`config.mk`:
```
export PLATFORM = sky130hd
export DESIGN_NAME = mop_sched
export DESIGN_NICKNAME = d
export VERILOG_FILES = /design/src/rtl/mopq_pkg.sv /design/src/rtl/mopq_entry.sv /design/src/rtl/mopq_pick.sv /design/src/rtl/mopq_seq.sv /design/src/rtl/mop_sched.sv
export SDC_FILE = /design/constraint.sdc
export NUM_CORES = 1
export LEC_CHECK = 0
export CAP_MARGIN = 20
export CORE_ASPECT_RATIO = 1.1
export CORE_MARGIN = 2
export CORE_UTILIZATION = 43
export DETAILED_ROUTE_END_ITERATION = 12
export GPL_TIMING_DRIVEN = 0
export HOLD_SLACK_MARGIN = 0.02
export PLACE_DENSITY = 0.56
export SETUP_SLACK_MARGIN = 0.1
export SYNTH_ARGS = -nofsm -noshare
export SYNTH_HDL_FRONTEND = slang
export SYNTH_SLANG_ARGS = --single-unit
```
`constraint.sdc`:
```
create_clock -name clk -period 6.6 [get_ports clk]
set_input_delay 0.99 -clock clk [delete_from_list [all_inputs] [get_ports clk]]
set_output_delay 0.99 -clock clk [all_outputs]
set_load 0.03 [all_outputs]
```
`src/rtl/mopq_pkg.sv`:
```
package mopq_pkg;
   typedef enum logic [0:0] {
      SEQ_IDLE = 1'b0,
      SEQ_TAIL = 1'b1
   } seq_state_t;
endpackage

```
`src/rtl/mopq_entry.sv`:
```
module mopq_entry #(
   parameter int TAG_W = 6,
   parameter int NSRC  = 3,
   parameter int ID_W  = 8,
   parameter int OP_W  = 8
) (
   input  logic                       clk,
   input  logic                       rst_n,
   input  logic                       load,
   input  logic                       free,
   input  logic [TAG_W-1:0]           in_dst,
   input  logic [NSRC-1:0][TAG_W-1:0] in_src,
   input  logic [NSRC-1:0]            in_use,
   input  logic [NSRC-1:0]            in_rdy,
   input  logic                       in_grp,
   input  logic [ID_W-1:0]            in_hid,
   input  logic [OP_W-1:0]            in_hop,
   input  logic [ID_W-1:0]            in_tid,
   input  logic [OP_W-1:0]            in_top,
   input  logic                       wk_a_v,
   input  logic [TAG_W-1:0]           wk_a_tag,
   input  logic                       wk_b_v,
   input  logic [TAG_W-1:0]           wk_b_tag,
   output logic                       valid,
   output logic                       ready,
   output logic [TAG_W-1:0]           dst,
   output logic                       grp,
   output logic [ID_W-1:0]            hid,
   output logic [OP_W-1:0]            hop,
   output logic [ID_W-1:0]            tid,
   output logic [OP_W-1:0]            top
);
   logic [NSRC-1:0][TAG_W-1:0] src_q;
   logic [NSRC-1:0]            rdy_q;
   logic [NSRC-1:0]            hit_st;
   logic [NSRC-1:0]            hit_in;

   for (genvar s = 0; s < NSRC; s++) begin : g_cmp
      assign hit_st[s] = (wk_a_v && (wk_a_tag == src_q[s])) ||
                         (wk_b_v && (wk_b_tag == src_q[s]));
      assign hit_in[s] = (wk_a_v && (wk_a_tag == in_src[s])) ||
                         (wk_b_v && (wk_b_tag == in_src[s]));
   end

   always_ff @(posedge clk or negedge rst_n) begin
      if (!rst_n) begin
         valid <= 1'b0;
         rdy_q <= '0;
         src_q <= '0;
         dst   <= '0;
         grp   <= 1'b0;
         hid   <= '0;
         hop   <= '0;
         tid   <= '0;
         top   <= '0;
      end else if (load) begin
         valid <= 1'b1;
         src_q <= in_src;
         rdy_q <= ~in_use | in_rdy | hit_in;
         dst   <= in_dst;
         grp   <= in_grp;
         hid   <= in_hid;
         hop   <= in_hop;
         tid   <= in_tid;
         top   <= in_top;
      end else begin
         if (free) valid <= 1'b0;
         rdy_q <= rdy_q | hit_st;
      end
   end

   assign ready = valid && (&rdy_q);
endmodule

```
`src/rtl/mopq_pick.sv`:
```
module mopq_pick #(
   parameter int DEPTH = 8
) (
   input  logic             clk,
   input  logic             rst_n,
   input  logic [DEPTH-1:0] req,
   input  logic [DEPTH-1:0] ins_oh,
   output logic [DEPTH-1:0] gnt
);
   // older_q[i][j] set: slot i was written before slot j
   logic [DEPTH-1:0] older_q [DEPTH];

   always_ff @(posedge clk or negedge rst_n) begin
      if (!rst_n) begin
         for (int i = 0; i < DEPTH; i++) older_q[i] <= '0;
      end else begin
         for (int i = 0; i < DEPTH; i++) begin
            for (int j = 0; j < DEPTH; j++) begin
               if (ins_oh[i])      older_q[i][j] <= 1'b0;
               else if (ins_oh[j]) older_q[i][j] <= 1'b1;
            end
         end
      end
   end

   always_comb begin
      for (int i = 0; i < DEPTH; i++) begin
         logic blk;
         blk = 1'b0;
         for (int j = 0; j < DEPTH; j++) begin
            if (j != i && req[j] && older_q[j][i]) blk = 1'b1;
         end
         gnt[i] = req[i] && !blk;
      end
   end
endmodule

```
`src/rtl/mopq_seq.sv`:
```
module mopq_seq
   import mopq_pkg::*;
#(
   parameter int TAG_W = 6,
   parameter int ID_W  = 8,
   parameter int OP_W  = 8
) (
   input  logic             clk,
   input  logic             rst_n,
   input  logic             gnt_v,
   input  logic [TAG_W-1:0] g_dst,
   input  logic             g_grp,
   input  logic [ID_W-1:0]  g_hid,
   input  logic [OP_W-1:0]  g_hop,
   input  logic [ID_W-1:0]  g_tid,
   input  logic [OP_W-1:0]  g_top,
   output logic             busy,
   output logic             iss_valid,
   output logic [ID_W-1:0]  iss_id,
   output logic [OP_W-1:0]  iss_op,
   output logic             bc_valid,
   output logic [TAG_W-1:0] bc_tag
);
   seq_state_t       st_q;
   logic [ID_W-1:0]  tid_q;
   logic [OP_W-1:0]  top_q;
   logic [TAG_W-1:0] dst_q;

   always_ff @(posedge clk or negedge rst_n) begin
      if (!rst_n) begin
         st_q      <= SEQ_IDLE;
         iss_valid <= 1'b0;
         iss_id    <= '0;
         iss_op    <= '0;
         bc_valid  <= 1'b0;
         bc_tag    <= '0;
         tid_q     <= '0;
         top_q     <= '0;
         dst_q     <= '0;
      end else if (st_q == SEQ_TAIL) begin
         iss_valid <= 1'b1;
         iss_id    <= tid_q;
         iss_op    <= top_q;
         bc_valid  <= 1'b1;
         bc_tag    <= dst_q;
         st_q      <= SEQ_IDLE;
      end else if (gnt_v) begin
         iss_valid <= 1'b1;
         iss_id    <= g_hid;
         iss_op    <= g_hop;
         if (g_grp) begin
            st_q     <= SEQ_TAIL;
            tid_q    <= g_tid;
            top_q    <= g_top;
            dst_q    <= g_dst;
            bc_valid <= 1'b0;
         end else begin
            bc_valid <= 1'b1;
            bc_tag   <= g_dst;
         end
      end else begin
         iss_valid <= 1'b0;
         bc_valid  <= 1'b0;
      end
   end

   assign busy = (st_q == SEQ_TAIL);
endmodule

```
`src/rtl/mop_sched.sv`:
```
module mop_sched #(
   parameter int  DEPTH    = 8,
   parameter int  TAG_W    = 6,
   parameter int  ID_W     = 8,
   parameter int  OP_W     = 8,
   parameter bit  WIRED_OR = 1'b1,
   localparam int NSRC     = WIRED_OR ? 3 : 2
) (
   input  logic                       clk,
   input  logic                       rst_n,
   input  logic                       ins_valid,
   output logic                       ins_ready,
   input  logic [TAG_W-1:0]           ins_dst,
   input  logic [NSRC-1:0][TAG_W-1:0] ins_src_tag,
   input  logic [NSRC-1:0]            ins_src_use,
   input  logic [NSRC-1:0]            ins_src_rdy,
   input  logic                       ins_grp,
   input  logic [ID_W-1:0]            ins_head_id,
   input  logic [OP_W-1:0]            ins_head_op,
   input  logic [ID_W-1:0]            ins_tail_id,
   input  logic [OP_W-1:0]            ins_tail_op,
   input  logic                       res_valid,
   input  logic [TAG_W-1:0]           res_tag,
   output logic                       iss_valid,
   output logic [ID_W-1:0]            iss_id,
   output logic [OP_W-1:0]            iss_op,
   output logic                       bcast_valid,
   output logic [TAG_W-1:0]           bcast_tag
);
   if (DEPTH < 2) begin : g_bad_depth
      $error("mop_sched: DEPTH must be at least 2");
   end
   if (TAG_W < 1 || ID_W < 1 || OP_W < 1) begin : g_bad_width
      $error("mop_sched: widths must be positive");
   end

   logic [DEPTH-1:0] ent_valid;
   logic [DEPTH-1:0] ent_ready;
   logic [DEPTH-1:0] ins_oh;
   logic [DEPTH-1:0] load;
   logic [DEPTH-1:0] gnt;
   logic [DEPTH-1:0] req;
   logic             seq_busy;

   logic [TAG_W-1:0] e_dst [DEPTH];
   logic             e_grp [DEPTH];
   logic [ID_W-1:0]  e_hid [DEPTH];
   logic [OP_W-1:0]  e_hop [DEPTH];
   logic [ID_W-1:0]  e_tid [DEPTH];
   logic [OP_W-1:0]  e_top [DEPTH];

   logic [TAG_W-1:0] g_dst;
   logic             g_grp;
   logic [ID_W-1:0]  g_hid;
   logic [OP_W-1:0]  g_hop;
   logic [ID_W-1:0]  g_tid;
   logic [OP_W-1:0]  g_top;

   // lowest free slot takes the write
   always_comb begin
      logic found;
      found  = 1'b0;
      ins_oh = '0;
      for (int i = 0; i < DEPTH; i++) begin
         if (!ent_valid[i] && !found) begin
            ins_oh[i] = 1'b1;
            found     = 1'b1;
         end
      end
   end

   assign ins_ready = ~&ent_valid;
   assign load      = (ins_valid && ins_ready) ? ins_oh : '0;
   assign req       = seq_busy ? '0 : ent_ready;

   for (genvar e = 0; e < DEPTH; e++) begin : g_ent
      mopq_entry #(.TAG_W(TAG_W), .NSRC(NSRC), .ID_W(ID_W), .OP_W(OP_W)) ent_i (
         .clk     (clk),
         .rst_n   (rst_n),
         .load    (load[e]),
         .free    (gnt[e]),
         .in_dst  (ins_dst),
         .in_src  (ins_src_tag),
         .in_use  (ins_src_use),
         .in_rdy  (ins_src_rdy),
         .in_grp  (ins_grp),
         .in_hid  (ins_head_id),
         .in_hop  (ins_head_op),
         .in_tid  (ins_tail_id),
         .in_top  (ins_tail_op),
         .wk_a_v  (bcast_valid),
         .wk_a_tag(bcast_tag),
         .wk_b_v  (res_valid),
         .wk_b_tag(res_tag),
         .valid   (ent_valid[e]),
         .ready   (ent_ready[e]),
         .dst     (e_dst[e]),
         .grp     (e_grp[e]),
         .hid     (e_hid[e]),
         .hop     (e_hop[e]),
         .tid     (e_tid[e]),
         .top     (e_top[e])
      );
   end

   mopq_pick #(.DEPTH(DEPTH)) pick_i (
      .clk   (clk),
      .rst_n (rst_n),
      .req   (req),
      .ins_oh(load),
      .gnt   (gnt)
   );

   always_comb begin
      g_dst = '0;
      g_grp = 1'b0;
      g_hid = '0;
      g_hop = '0;
      g_tid = '0;
      g_top = '0;
      for (int i = 0; i < DEPTH; i++) begin
         if (gnt[i]) begin
            g_dst = g_dst | e_dst[i];
            g_grp = g_grp | e_grp[i];
            g_hid = g_hid | e_hid[i];
            g_hop = g_hop | e_hop[i];
            g_tid = g_tid | e_tid[i];
            g_top = g_top | e_top[i];
         end
      end
   end

   mopq_seq #(.TAG_W(TAG_W), .ID_W(ID_W), .OP_W(OP_W)) seq_i (
      .clk      (clk),
      .rst_n    (rst_n),
      .gnt_v    (|gnt),
      .g_dst    (g_dst),
      .g_grp    (g_grp),
      .g_hid    (g_hid),
      .g_hop    (g_hop),
      .g_tid    (g_tid),
      .g_top    (g_top),
      .busy     (seq_busy),
      .iss_valid(iss_valid),
      .iss_id   (iss_id),
      .iss_op   (iss_op),
      .bc_valid (bcast_valid),
      .bc_tag   (bcast_tag)
   );
endmodule

```
==> flow_summary.json, run 1 <==
{
  "met3_usage_pct": 4.31,
  "syn-num-nets": 2517,
  "cts_made_buffers": 68,
  "num_rows": 97,
  "first_iter_violations": 1754,
  "period_needed_ps": 4360,
  "via_per_inst": 5.87,
  "r2r_slack_ps": 2240,
  "synth-xor-area-share_pct": 10.3,
  "max_freq_ghz": 0.229,
  "met2_usage_pct": 47.0,
  "cts_sinks": 591,
  "timing.critical_path.to": "seq_i.top_q[5]",
  "routedWlPerCell_um": 27.5,
  "startpoint_type": "flip-flop",
  "cp-end-kind": "flip-flop",
  "start_util_pct": 43.4,
  "critPathKind": "flip-flop to flip-flop",
  "cts_tree": "yes",
  "post_cts_buffers": 0,
  "design_area_um2": 31900,
  "postCtsResizedCells": 0,
  "synthCells": 2444,
  "rsz0062_at_grt": "no",
  "status": "completed",
  "grt_pass1_wl_um": 141000,
  "placed_area_um2": 29700,
  "power.density_nw_per_um2": 536,
  "crit_required_ps": 7110,
  "clk_path_buf_depth": 3,
  "nFillCells": 5654,
  "grt_pass1_vias": 20700,
  "finalWirelength_um": 95900,
  "area_delta_synth_final_pct": 15.7,
  "fin_skew_ps": 27.2,
  "reg2reg_from": "seq_i.busy",
  "die_width_um": 245,
  "grt_util_met1_pct": 38.9,
  "setup.worst_path.start": "seq_i.busy",
  "synth_area_per_cell_um2": 11.3,
  "dr.pass1.iters": 7,
  "worstPathArrival_ps": 4860,
  "tns_ps": 0,
  "syn_area_um2": 27500,
  "grt_overflow": 0,
  "fin_crit_sh_pct": 66.0,
  "grt_max_degree": 118,
  "synth-compound-area-share_pct": 6.80,
  "hold_path_class": "primary input to async pin",
  "synth_async_sr_flop_share_pct": 100,
  "dpl.hpwl_um": 64500,
  "path_clk_slew_ps": 60,
  "ir_drop_v": 0.000266,
  "portBuffers": 72,
  "ant_nets": 0,
  "muxShareOfSynthArea_pct": 14.3,
  "maxCapViolCount": 0,
  "dp_cells": 3373,
  "ys_ff_latch": 591,
  "final_common_cell": "dfrtp_1",
  "synth-adder-area-share_pct": 0,
  "worstPathMaxFanout": 10,
  "layout_common_cells": "dfrtp_1 (591), nand2_1 (392), mux2_2 (342)",
  "cts-root-buf": "clkbuf_16",
  "clk_latency_ps": 600,
  "post-route-util_pct": 50.2,
  "synth_top_family_by_area": "multiplexers",
  "die_y_um": 269,
  "htree_levels": 3,
  "yosysWarnings": 0,
  "leakage_uw": 0.0138,
  "seq_area_frac_synth_pct": 53.7,
  "synthSimpleGateAreaFrac_pct": 12.2,
  "drc_errors": 0,
  "drive_above_1_share_pct": 18.2,
  "finalNonFillerCells": 3493,
  "diodes": 0,
  "synth_flop_cell": "dfrtp_1",
  "slew_headroom_pct": 17.0,
  "slew_viol_final": 0,
  "grt_use_total_pct": 29.2,
  "grt_busiest_layer": "met2",
  "dieArea_um2": 66100,
  "hold_viol_final": 0,
  "setup_viol": 0,
  "cts_hold_buf": 0,
  "io_pins": 98,
  "synth_edf_count": 0,
  "worstRegToRegCells": 9,
  "ys_types": 49,
  "gp_congestion": 0.917,
  "worst_pin_slew_ps": 1230,
  "routed-via-count": 20500,
  "timing.rr.end": "seq_i.top_q[5]",
  "grt_antenna_before_repair": 1,
  "coreArea_um2": 63500,
  "final_nets": 2677
}
==> synthesized netlist by cell type (all sizes together), types with 3 or more instances <==
cell | count | share of area, %
a22o | 49 | 1.6
dfrtp | 591 | 54
or4 | 3 | 0.095
xnor2 | 162 | 5.2
a21oi | 31 | 0.56
and2 | 5 | 0.11
o41ai | 3 | 0.095
xor2 | 162 | 5.2
nand3 | 5 | 0.091
o22ai | 3 | 0.068
a222oi | 16 | 0.58
nor2 | 151 | 2.1
buf | 37 | 0.53
nand2 | 392 | 5.3
mux2 | 348 | 14
nand4b | 4 | 0.13
a211oi | 6 | 0.16
nand4 | 76 | 1.7
and4 | 9 | 0.29
o32ai | 4 | 0.13
a22oi | 46 | 1.3
o21ai | 4 | 0.073
nand2b | 4 | 0.091
nor3 | 6 | 0.15
a31oi | 16 | 0.36
inv | 14 | 0.19
and3 | 3 | 0.068
a21o | 3 | 0.082
a221oi | 51 | 1.6
nor4 | 73 | 1.7
nor4b | 3 | 0.095
nor3b | 3 | 0.10
clkbuf | 148 | 2.0
==> flip-flops by register name, indices dropped and copies added, names as in the netlist, 24 cells and up <==
register,count
pick_i.older_q,56
g_ent.ent_i.rdy_q,24
g_ent.ent_i.hop,64
g_ent.ent_i.hid,64
g_ent.ent_i.tid,64
g_ent.ent_i.src_q,144
g_ent.ent_i.top,64
g_ent.ent_i.dst,48
==> area by class of cell <==
type	instances	area (um2)	area share [%]
timing repair buffer	90	1040	3.27
sequential	591	14800	46.4
buffer	185	702	2.20
multi-input combinational	1654	12000	37.8
clock inverter	17	214	0.671
tap	841	1050	3.30
clock buffer	101	1990	6.23
inverter	14	52.6	0.165
==> per-layer routing <==
metal | vias up | share of wire (%)
li1 | 8840 | -
met1 | 10700 | 42
met2 | 797 | 47
met3 | 200 | 6.3
met4 | 2 | 4.7
met5 | - | 0.013
==> critical path, stage by stage, from the launching register on <==
cell and delay, ps:
dfrtp_1 440, buf_2 300, and4b_1 290, a311o_1 370, a211oi_1 460, and2_1 280, clkbuf_1 830, clkbuf_1 810
a221oi_1 230, a31oi_1 220
==> power by group <==
| group | switching [uW] | internal (uW) | leakage [uW] |
|---|---|---|---|
| logic | 3960 | 2830 | 0.00546 |
| clock network | 1550 | 2240 | 0.00109 |
| registers | 1250 | 5250 | 0.00726 |
==> per-stage QoR <==
stage / power [uW] / hold slack, ps / worst slack [ps]
finish: 17100 / 441 / 2240
global route: 18000 / 499 / 2110
CTS: 17100 / 464 / 2300
detailed placement: 13200 / 463 / 1990
global placement: 13000 / 459 / -21740
floorplan: 10700 / 446 / 3890
==> cell families after synthesis <==
group | Yosys count
AND/OR/NAND/NOR | 742
AO/OA/AOI/OAI | 240
flip-flops | 591
buffers and inverters | 199
XOR/XNOR | 324
multiplexers | 348
==> worst min-delay path by stage <==
| stage | start | end | slack, ps | cells past startpoint |
|---|---|---|---|---|
| 6_report | rst_n | g_ent[5].ent_i.src_q[9] | 440 | 1 |
| 5_1_grt | g_ent[1].ent_i.hid[2] | g_ent[1].ent_i.hid[2] | 500 | 2 |
| 4_1_cts | rst_n | g_ent[5].ent_i.src_q[9] | 460 | 1 |
| 3_5_place_dp | g_ent[1].ent_i.tid[3] | g_ent[1].ent_i.tid[3] | 460 | 2 |
| 3_3_place_gp | g_ent[2].ent_i.hop[6] | g_ent[2].ent_i.hop[6] | 460 | 2 |
| 2_1_floorplan | g_ent[2].ent_i.tid[1] | g_ent[2].ent_i.tid[1] | 450 | 2 |
(Power assumes the default switching activity.)
==> run 2: changes to the inputs <==
Settings changed: PLACE_DENSITY 0.56 to 0.59.
Clock period 6.6 ns to 3.9 ns, I/O delays scaled along.
==> run 2 against run 1 <==
Net effect:
- clock skew increased by 31 ps
- core utilization decreased by 0.17 points
- die area unchanged
- power increased by 68%
- design area decreased by 0.34%
- global-route usage decreased by 0.072 points
- sequential power increased by 69%
- first-iteration DRC count increased by 14%
- worst setup slack got worse by 2100 ps
- register-to-register slack got worse by 2100 ps
- critical path type unchanged
==> flow_summary.json, run 2 (synthesized netlist as in run 1, its figures left out) <==
{
  "worst_pin_slew_ps": 1240,
  "crit_slowest_cell": "buf_1",
  "clockPowerShare_pct": 20.7,
  "crit_required_ps": 4360,
  "drive_above_1_share_pct": 19.0,
  "top_register": "g_ent.ent_i.src_q",
  "die_y_um": 269,
  "path_delay_family": "simple AND/OR/NAND/NOR gates",
  "grt_use_total_pct": 29.1,
  "startpoint_type": "flip-flop",
  "grt_pass1_wl_um": 143000,
  "cp_slowest_stage_delay_ps": 580,
  "worstPathArrival_ps": 4190,
  "layout_common_cells": "dfrtp_1 (591), nand2_1 (392), mux2_2 (342)",
  "slew_headroom_pct": 16.8,
  "gp_congestion": 0.932,
  "slew_viol_final": 0,
  "worst-path-buf-inv": 2,
  "start_util_pct": 43.4,
  "multi_input_area_um2": 12000,
  "hold_viol_final": 0,
  "clk_path_buf_depth": 3,
  "p_sw_uw": 11600,
  "cts_tree": "yes",
  "max_freq_ghz": 0.268,
  "finalWirelength_um": 95600,
  "finalPower_uw": 28700,
  "area_delta_synth_final_pct": 15.3,
  "via_per_inst": 5.89,
  "fin_skew_ps": 58.5,
  "fin_hold_ws_ps": 453,
  "final_common_cell": "dfrtp_1",
  "grt_pass1_vias": 21400,
  "cts-root-buf": "clkbuf_16",
  "path_clk_slew_ps": 60,
  "hold_path_class": "primary input to flip-flop",
  "first_iter_violations": 2002,
  "status": "completed",
  "p_seq_share_pct": 38.3,
  "largest_register_ffs": 144,
  "post-route-util_pct": 50.1,
  "swShare_pct": 40.3,
  "grt_max_degree": 123,
  "period_needed_ps": 3740,
  "clk_latency_ps": 670,
  "coreArea_um2": 63500,
  "routedWlPerCell_um": 27.4,
  "critPathKind": "flip-flop to flip-flop",
  "setup_viol": 0,
  "nFillCells": 5676,
  "dpl.hpwl_um": 63900,
  "die_width_um": 245,
  "cts_sinks": 591,
  "cts_made_buffers": 61,
  "register_area_um2": 14800,
  "ir_drop_v": 0.000504,
  "power.density_nw_per_um2": 904,
  "fin_crit_sh_pct": 95.8,
  "r2r_slack_ps": 160,
  "grt_overflow": 0,
  "setup_ws_ps": 165,
  "crit_path_cell_trace": "nand4_1 -> nor2_1 -> o21ai_0 -> nor3_2 -> a22oi_1 -> nand3b_1 -> buf_2 -> buf_1 -> a31oi_1",
  "place_ws_ps": -358,
  "leakage_uw": 0.0138,
  "p_int_uw": 17200,
  "dieArea_um2": 66100,
  "grt_antenna_before_repair": 2,
  "routed-via-count": 20500,
  "share_comb_of_total_power_pct": 41.0,
  "drc_errors": 0,
  "io_pins": 98,
  "num_rows": 97,
  "maxCapViolCount": 0,
  "portBuffers": 72,
  "final_nets": 2672,
  "cp-end-kind": "flip-flop",
  "dr.pass1.iters": 5,
  "ant_nets": 0,
  "worstPathMaxFanout": 10,
  "rsz0062_at_grt": "yes",
  "htree_levels": 2
}
## run 2: final timing paths
kind                                            start                       end  cells after the start
worst max-delay path             g_ent[0].ent_i.valid            seq_i.top_q[6]                      9
worst min-delay path                  ins_src_tag[14]  g_ent[1].ent_i.src_q[14]                      3
worst max register to register   g_ent[0].ent_i.valid            seq_i.top_q[6]                      9
worst min register to register  g_ent[1].ent_i.tid[0]     g_ent[1].ent_i.tid[0]                      2
max in group asynchronous                       rst_n            seq_i.top_q[0]                      4
min in group asynchronous                       rst_n   g_ent[5].ent_i.src_q[9]                      2
## run 2: layer usage
metal  GRT usage (%)  wire length, um  vias up
met1            37.8            38700    10700
met5               0               11        -
li1                -                -     8833
met2            46.4            44600      814
met3            5.08             6420      231
met4            15.5             5790        2
## run 2: tightest hold or removal path, delay by kind of cell
family                 cells  cell delay [ps]
buffers and inverters      1              280
AND/OR/NAND/NOR            2              190
## run 2: per-stage QoR
step | cell area [um2] | TNS, ps | instances
after floorplan | 27500 | 0 | 2444
after global placement | 29300 | - | 3357
after detailed placement | 29700 | -11100 | 3373
after CTS | 31700 | 0 | 3482
after global routing | 31800 | 0 | 3485
final | 31800 | 0 | 3488
## run 2: layout make-up
type / instances / share of cell area (%)
sequential: 591 / 46.5
multi-input combinational: 1654 / 37.9
clock buffer: 91 / 5.63
timing repair buffer: 92 / 3.31
tap: 841 / 3.31
buffer: 185 / 2.36
clock inverter: 17 / 0.732
inverter: 14 / 0.165
antenna: 3 / 0.0236
## run 2: what timing repair did
action,CTS,global route
hold endpoints to repair,21,0
gates resized for setup,19,21
endpoints found under the setup margin,39,43
hold buffers,1,0
setup buffers,0,3
gates cloned,0,0
pin swaps,0,1
## run 2: power groups by stage
| stage | Sequential [uW] | Clock (uW) | Combinational, uW |
|---|---|---|---|
| floorplan | 10600 | 0 | 7540 |
| global placement | 10900 | 0 | 11200 |
| detailed placement | 11000 | 0 | 11500 |
| CTS | 10900 | 6000 | 11600 |
| global route | 11300 | 6250 | 12700 |
| finish | 11000 | 5930 | 11800 |
